[config.mk]
export PLATFORM = sky130hd
export DESIGN_NAME = ycc2rgb_matrix
export DESIGN_NICKNAME = d
export VERILOG_FILES = /design/src/rtl/cmx_pkg.sv /design/src/rtl/cmx_cfg_regs.sv /design/src/rtl/cmx_channel.sv /design/src/rtl/ycc2rgb_matrix.sv
export SDC_FILE = /design/constraint.sdc
export NUM_CORES = 2
export LEC_CHECK = 0
export CAP_MARGIN = 20
export CORE_AREA = 8 8 412 414
export CTS_CLUSTER_DIAMETER = 50
export DETAILED_ROUTE_END_ITERATION = 8
export DIE_AREA = 0 0 420 422
export DONT_BUFFER_PORTS = 1
export GPL_TIMING_DRIVEN = 1
export PLACE_DENSITY = 0.68
export SYNTH_ARGS = -nofsm -noshare
export SYNTH_HDL_FRONTEND = slang
export SYNTH_SLANG_ARGS = --single-unit
[constraint.sdc]
create_clock -name clk -period 8.4 [get_ports clk]
set_clock_uncertainty 0.05 [all_clocks]
set_input_delay 0.42 -clock clk [delete_from_list [all_inputs] [get_ports clk]]
set_output_delay 0.42 -clock clk [all_outputs]
set_load 0.05 [all_outputs]
[src/rtl/cmx_pkg.sv]
`timescale 1ns/1ps
package cmx_pkg;
    localparam int PIX_W    = 10;
    localparam int COEF_W   = 13;
    localparam int SEL_W    = 4;
    localparam int ADDR_W   = 5;
    localparam int BUS_W    = 13;
    localparam int NCH      = 3;
    localparam int NCOEF    = NCH * NCH;
    localparam int RSL_BASE = 16;
    localparam int RSL_SPAN = 4;

    typedef enum logic [0:0] {
        CFG_CLEAN   = 1'b0,
        CFG_PENDING = 1'b1
    } cfg_state_e;

    typedef struct packed {
        logic [COEF_W-1:0] rnd;
        logic [SEL_W-1:0]  sel;
        logic [PIX_W-1:0]  hi;
        logic [PIX_W-1:0]  lo;
    } rsl_t;

    function automatic logic [COEF_W-1:0] coef_default(input int idx);
        logic [COEF_W-1:0] v;
        case (idx)
            0, 3, 6: v = 13'h04AB;
            2:       v = 13'h0667;
            4:       v = 13'h1E6E;
            5:       v = 13'h1CBE;
            7:       v = 13'h0817;
            default: v = '0;
        endcase
        return v;
    endfunction

    function automatic rsl_t rsl_default();
        rsl_t r;
        r.rnd = COEF_W'(1 << 9);
        r.sel = SEL_W'(10);
        r.hi  = PIX_W'(1023);
        r.lo  = '0;
        return r;
    endfunction
endpackage

[src/rtl/cmx_cfg_regs.sv]
`timescale 1ns/1ps
module cmx_cfg_regs
    import cmx_pkg::*;
#(
    parameter int AW = ADDR_W,
    parameter int CW = COEF_W
) (
    input  logic                        clk,
    input  logic                        rst_n,
    input  logic                        cfg_we,
    input  logic [AW-1:0]               cfg_addr,
    input  logic [CW-1:0]               cfg_data,
    input  logic                        busy,
    output logic [NCOEF-1:0][CW-1:0]    coef_act,
    output rsl_t [NCH-1:0]              rsl_act,
    output cfg_state_e                  state
);
    localparam int RSL_END = RSL_BASE + RSL_SPAN * NCH;

    logic [NCOEF-1:0][CW-1:0] coef_sh;
    rsl_t [NCH-1:0]           rsl_sh;
    cfg_state_e               state_q, state_d;
    logic                     coef_hit, rsl_hit, map_hit, commit;

    assign coef_hit = cfg_addr < AW'(NCOEF);
    assign rsl_hit  = (cfg_addr >= AW'(RSL_BASE)) && (cfg_addr < AW'(RSL_END));
    assign map_hit  = cfg_we && (coef_hit || rsl_hit);

    // shadow matrix entries
    for (genvar i = 0; i < NCOEF; i++) begin : g_coef
        always_ff @(posedge clk or negedge rst_n) begin
            if (!rst_n)
                coef_sh[i] <= coef_default(i);
            else if (cfg_we && cfg_addr == AW'(i))
                coef_sh[i] <= cfg_data;
        end
    end

    // shadow round/select/limit sets, one per output channel
    for (genvar c = 0; c < NCH; c++) begin : g_rsl
        localparam int BASE = RSL_BASE + RSL_SPAN * c;
        always_ff @(posedge clk or negedge rst_n) begin
            if (!rst_n) begin
                rsl_sh[c] <= rsl_default();
            end else if (cfg_we) begin
                if (cfg_addr == AW'(BASE + 0)) rsl_sh[c].rnd <= cfg_data;
                if (cfg_addr == AW'(BASE + 1)) rsl_sh[c].sel <= cfg_data[SEL_W-1:0];
                if (cfg_addr == AW'(BASE + 2)) rsl_sh[c].hi  <= cfg_data[PIX_W-1:0];
                if (cfg_addr == AW'(BASE + 3)) rsl_sh[c].lo  <= cfg_data[PIX_W-1:0];
            end
        end
    end

    // state register
    always_ff @(posedge clk or negedge rst_n) begin
        if (!rst_n) state_q <= CFG_CLEAN;
        else        state_q <= state_d;
    end

    // next state and commit strobe
    always_comb begin
        state_d = state_q;
        commit  = 1'b0;
        unique case (state_q)
            CFG_CLEAN: begin
                if (map_hit) state_d = CFG_PENDING;
            end
            CFG_PENDING: begin
                if (!busy) begin
                    commit = 1'b1;
                    if (!map_hit) state_d = CFG_CLEAN;
                end
            end
        endcase
    end

    // working copy, moved from the shadow only in a pipeline gap
    always_ff @(posedge clk or negedge rst_n) begin
        if (!rst_n) begin
            for (int i = 0; i < NCOEF; i++) coef_act[i] <= coef_default(i);
            for (int c = 0; c < NCH; c++)   rsl_act[c]  <= rsl_default();
        end else if (commit) begin
            coef_act <= coef_sh;
            rsl_act  <= rsl_sh;
        end
    end

    assign state = state_q;
endmodule

[src/rtl/cmx_channel.sv]
`timescale 1ns/1ps
module cmx_channel
    import cmx_pkg::*;
#(
    parameter int PW = PIX_W,
    parameter int CW = COEF_W
) (
    input  logic                     clk,
    input  logic                     rst_n,
    input  logic [PW-1:0]            y_in,
    input  logic [PW-1:0]            cb_in,
    input  logic [PW-1:0]            cr_in,
    input  logic [NCH-1:0][CW-1:0]   row,
    input  rsl_t                     rsl,
    input  logic                     valid_b,
    output logic [PW-1:0]            res
);
    localparam int OP_W   = PW + 1;
    localparam int PROD_W = CW + OP_W;
    localparam int ACC_W  = PROD_W + 3;

    logic signed [OP_W-1:0]   op     [NCH];
    logic signed [PROD_W-1:0] prod_q [NCH];
    logic signed [ACC_W-1:0]  sum_c, acc_q, shf_c, lim_c, hi_c, lo_c;

    assign op[0] = $signed({1'b0, y_in});
    assign op[1] = $signed({cb_in[PW-1], cb_in});
    assign op[2] = $signed({cr_in[PW-1], cr_in});

    // stage A: three full-precision products
    for (genvar k = 0; k < NCH; k++) begin : g_mul
        always_ff @(posedge clk or negedge rst_n) begin
            if (!rst_n) prod_q[k] <= '0;
            else        prod_q[k] <= PROD_W'($signed(row[k])) * PROD_W'(op[k]);
        end
    end

    // stage B: sum plus rounding constant
    always_comb begin
        sum_c = ACC_W'($signed({1'b0, rsl.rnd}));
        for (int k = 0; k < NCH; k++) sum_c = sum_c + ACC_W'(prod_q[k]);
    end

    always_ff @(posedge clk or negedge rst_n) begin
        if (!rst_n) acc_q <= '0;
        else        acc_q <= sum_c;
    end

    // stage C: select by arithmetic shift, upper then lower limit
    assign hi_c  = ACC_W'($signed({1'b0, rsl.hi}));
    assign lo_c  = ACC_W'($signed({1'b0, rsl.lo}));
    always_comb begin
        shf_c = acc_q >>> rsl.sel;
        lim_c = (shf_c > hi_c) ? hi_c : shf_c;
        if (lim_c < lo_c) lim_c = lo_c;
    end

    always_ff @(posedge clk or negedge rst_n) begin
        if (!rst_n)       res <= '0;
        else if (valid_b) res <= lim_c[PW-1:0];
        else              res <= '0;
    end
endmodule

[src/rtl/ycc2rgb_matrix.sv]
`timescale 1ns/1ps
module ycc2rgb_matrix
    import cmx_pkg::*;
#(
    parameter int PW = PIX_W,
    parameter int CW = COEF_W,
    parameter int AW = ADDR_W,
    parameter int BW = BUS_W
) (
    input  logic          clk,
    input  logic          rst_n,
    input  logic          in_valid,
    input  logic [PW-1:0] y_in,
    input  logic [PW-1:0] cb_in,
    input  logic [PW-1:0] cr_in,
    input  logic          cfg_we,
    input  logic [AW-1:0] cfg_addr,
    input  logic [CW-1:0] cfg_data,
    output logic          out_valid,
    output logic [BW-1:0] r_out,
    output logic [BW-1:0] g_out,
    output logic [BW-1:0] b_out
);
    logic                     v_a, v_b, v_c, busy;
    logic [NCOEF-1:0][CW-1:0] coef_act;
    rsl_t [NCH-1:0]           rsl_act;
    cfg_state_e               cfg_state;
    logic [PW-1:0]            res [NCH];

    assign busy = in_valid | v_a | v_b;

    always_ff @(posedge clk or negedge rst_n) begin
        if (!rst_n) begin
            v_a <= 1'b0;
            v_b <= 1'b0;
            v_c <= 1'b0;
        end else begin
            v_a <= in_valid;
            v_b <= v_a;
            v_c <= v_b;
        end
    end

    cmx_cfg_regs #(.AW(AW), .CW(CW)) i_cfg (
        .clk      (clk),
        .rst_n    (rst_n),
        .cfg_we   (cfg_we),
        .cfg_addr (cfg_addr),
        .cfg_data (cfg_data),
        .busy     (busy),
        .coef_act (coef_act),
        .rsl_act  (rsl_act),
        .state    (cfg_state)
    );

    for (genvar c = 0; c < NCH; c++) begin : g_ch
        cmx_channel #(.PW(PW), .CW(CW)) i_ch (
            .clk     (clk),
            .rst_n   (rst_n),
            .y_in    (y_in),
            .cb_in   (cb_in),
            .cr_in   (cr_in),
            .row     (coef_act[NCH*c +: NCH]),
            .rsl     (rsl_act[c]),
            .valid_b (v_b),
            .res     (res[c])
        );
    end

    assign out_valid = v_c;
    assign r_out     = BW'(res[0]);
    assign g_out     = BW'(res[1]);
    assign b_out     = BW'(res[2]);
endmodule

==> run summary <==
The flow ran to the end, and the final reports show no timing, DRC or antenna violations. The final number of setup-violating endpoints came out at 0. The most critical setup path has its startpoint at i_cfg.rsl_act[21].

In this run the most critical hold path is launched from y_in[1]. The critical path goes through mux4_2 > mux4_2 > ha_1 > a21o_1 > a21oi_1 > o21ai_0 > o21ai_0 > a31o_1 > mux2_2 > ha_1 > a21o_1 > a21o_1 > a21o_1 > a21o_1 > a211o_1 > a2111oi_0 > o211a_1 > nor3_2 > nor3b_2. The number of distinct library cells after synthesis is 88. Setup repair after global routing left no endpoint under its margin. The final layout contains 9341 nets.

The minimum clock period after layout came out at 7.11 ns. The average footprint of a synthesized cell came out at 10.6 um^2. The aggregate global-route resource usage is 22.7%. Dividing the detail-routed wire length by the instance count gives 20.3 um. The worst-case register-to-register setup slack came out at 1.29 ns.

For the final routed database, the setup TNS stands at 0 ns. The most common cell after layout, fill and taps aside is fa_1. The number of warning messages in the yosys log came out at 0.

The number of rows created at floorplan is 149. The horizontal die dimension is 420 um. The number of enable-type register cells in the synthesized netlist is 0.

The wire length reported by the detailed router is 198000 um. The max-capacitance violation count came out at 0. From bottom edge to top edge, the die measures 422 um. The fraction of synthesis flops using an asynchronous set or reset pin is 100%.

During I/O placement, the number of pins put on the boundary was 92. In the routed design, unresolved DRC markers number 0. The weighted congestion at the end of routability-driven global placement came out at 0.867. Ranked by total cell area, the synthesized netlist is headed by fa_1 29%, dfrtp_1 19%, ha_1 10%. The H-tree was split into 3 levels.

The count of antenna-violating nets left after detailed routing is 0. The largest fanout on the critical path is 35. The required time reported for the critical path endpoint came out at 9.00 ns. The launching point of the worst reg2reg path is i_cfg.rsl_act[21]. The clock tree from TritonCTS is yes. The full die area is 0.177 mm^2. The area growth from synthesis to final layout is 7.14%. The worst-skew pair later-pin latency is 0.74 ns. In this run the worst hold path is classified as primary input to register.

The peak per-stage delay on the critical path is 1.05 ns. The count of state elements after synthesis is 781. The number of antenna violations at the first check in global routing was 20. The slew at the pin closest to its max-slew limit came out at 1.26 ns. Of the post-synthesis cell area, the dominant cell type holds 28.8%. The total CTS buffers came out at 105. The largest total area in the synthesized netlist belongs to fa_1.

Once the clock tree was built, the resizer swapped 0 gates to a different size. Summed over all nets, the half-perimeter wirelength after detailed placement is 145000 um. The total overflow left after global routing is 0. The most common flop cell mapped by yosys is dfrtp_1. By startpoint and endpoint, the worst setup path is classified as register to register.

The tree is rooted in a clkbuf_16. The synthesized instance count is 7674. The highest clock frequency the design can meet came out at 141 MHz. The worst slew margin relative to its limit came out at 16.0%.

The clock sink count came out at 781. In this run the critical register-to-register path is captured at g_ch[0].i_ch.res[5]. STA classifies the critical path startpoint as a register. The starting utilization of the core area came out at 49.6%. Cells with a size suffix above 1 make up 12.0% of the layout. The maximum root-to-sink buffer count is 3.

The clock-pin slew on the worst setup and hold paths is 0.06 ns. The top cell types in the final layout, fill and taps aside, are 1164 x fa_1, 1153 x inv_1, 752 x nand2_1. The count of cells along the worst register-to-register path is 19.

After the first detailed-routing iteration, the DRC count stood at 3388. At the worst endpoint, the arrival time is 7.71 ns. The count of TritonRoute iterations in the first routing pass came out at 6. In this run the worst setup path terminates at g_ch[0].i_ch.res[5]. The netlist area before placement is 0.0810 mm^2.

The hold violation count in the final report came out at 0. The largest net degree at the start of global routing is 782. The global-route wire length before repair is 319000 um. The number of buffer cells added on primary ports came out at 0. The floorplan step defined a core boundary enclosing 0.163 mm^2. The final clock period utilization by the worst path is 84.7%. The ratio of routed vias to standard cells is 5.47. The final number of max-transition violations came out at 0. STA classifies the critical path endpoint as a register. Across all layers, the routed design uses 53400 vias. The slowest cell on the critical path is dfstp_2.

After synthesis, flip-flops and latches occupy 24.4% of the total area. The most used cell along the critical path is a21o_1. The via count of the first global-routing pass is 57500.
[final cells by class]
cell class | instances | area, um^2
clock inverters | 60 | 762
inverters | 1157 | 4340
repair buffers | 45 | 757
flip-flops and latches | 781 | 19800
well taps | 2189 | 2740
multi-input cells | 5369 | 55400
diodes | 7 | 17.5
fillers | 14100 | 76700
clock buffers | 138 | 2990
[metal layers]
layer | GRT usage (%) | share of wire, % | vias up | wire, um
met5 | 0 | 0.028 | - | 55
met4 | 9.63 | 4.6 | 8 | 9170
met3 | 3.75 | 6.2 | 371 | 12300
met2 | 37.0 | 47 | 1431 | 93500
met1 | 30.2 | 42 | 27600 | 82700
li1 | - | - | 24000 | -
[logic make-up (layout without fill, tap and decap cells)]
| kind of cell | count (synthesis) | in the layout | share of synthesized area, % |
|---|---|---|---|
| muxes | 551 | 551 | 8.40 |
| DFF | 781 | 781 | 24.4 |
| adders and majority gates | 1830 | 1830 | 39.0 |
| other | 1 | 16 | 0.00463 |
| AOI/OAI and AO/OA | 749 | 749 | 5.87 |
| buffers and inverters | 1532 | 1400 | 7.23 |
| and+or+nand+nor | 1948 | 1948 | 12.0 |
| xor gates and xnor gates | 282 | 282 | 3.05 |
[registers in the layout, indices dropped and copies added (netlist names)]
| name | cells |
|---|---|
| g_ch.i_ch.acc_q | 81 |
| g_ch.i_ch.prod_q | 210 |
| g_ch.i_ch.res | 30 |
| i_cfg.coef_act | 117 |
| i_cfg.coef_sh | 117 |
| i_cfg.rsl_act | 111 |
| i_cfg.rsl_sh | 111 |
| i_cfg.state | 1 |
| out_valid | 1 |
| v_a | 1 |
| v_b | 1 |
[through the flow]
step	instances	hold WS, ns	util [%]	area [um^2]	worst slack, ns
after floorplan	7682	0.0744	-	81100	2.11
after global placement	9504	0.152	50.4	82400	1.26
after detailed placement	9506	0.149	50.4	82400	1.25
after CTS	9732	-0.649	53.0	86600	1.24
after global routing	9739	0.0235	53.1	86800	0.714
final	9746	0.0439	53.1	86800	1.29
[worst max-delay path: cells and delay by family, from the launching register on]
family / cells / cell delay (ns)
AO/OA/AOI/OAI: 12 / 3.46
adder cells (fa/ha/maj): 2 / 0.60
flip-flops: 1 / 1.05
multiplexers: 3 / 1.59
AND/OR/NAND/NOR: 2 / 0.27
[synth_stat cells (40+ instances only)]
library cell,instances
fa_1,1164
inv_1,1153
nand2_1,752
ha_1,666
dfrtp_1,607
and2_1,595
mux2_2,412
clkbuf_1,316
xnor2_1,231
nor2_1,213
a21oi_1,208
o21ai_0,195
dfstp_2,174
nand2b_1,102
nand3_1,70
a21o_1,69
nor3_1,65
mux2i_1,59
mux4_2,57
xor2_1,51
nor2b_1,40
[worst min-delay path by stage]
stage | cells past startpoint | end | slack [ns]
after floorplan | 0 | g_ch[0].i_ch.acc_q[0] | 0.07
after global routing | 2 | g_ch[2].i_ch.prod_q[49] | 0.02
after detailed placement | 0 | i_cfg.coef_sh[4] | 0.15
final | 2 | g_ch[2].i_ch.prod_q[49] | 0.04
after CTS | 0 | i_cfg.rsl_act[25] | -0.65
after global placement | 0 | i_cfg.coef_sh[4] | 0.15
[repair_timing]
item | in CTS | in global routing
endpoints found under the hold margin | 1027 | 138
hold buffers | 28 | 1
setup buffers | 0 | 0
Power is not shown: default switching activity piles up to over one toggle a cycle in this logic, so the estimate is an artifact.
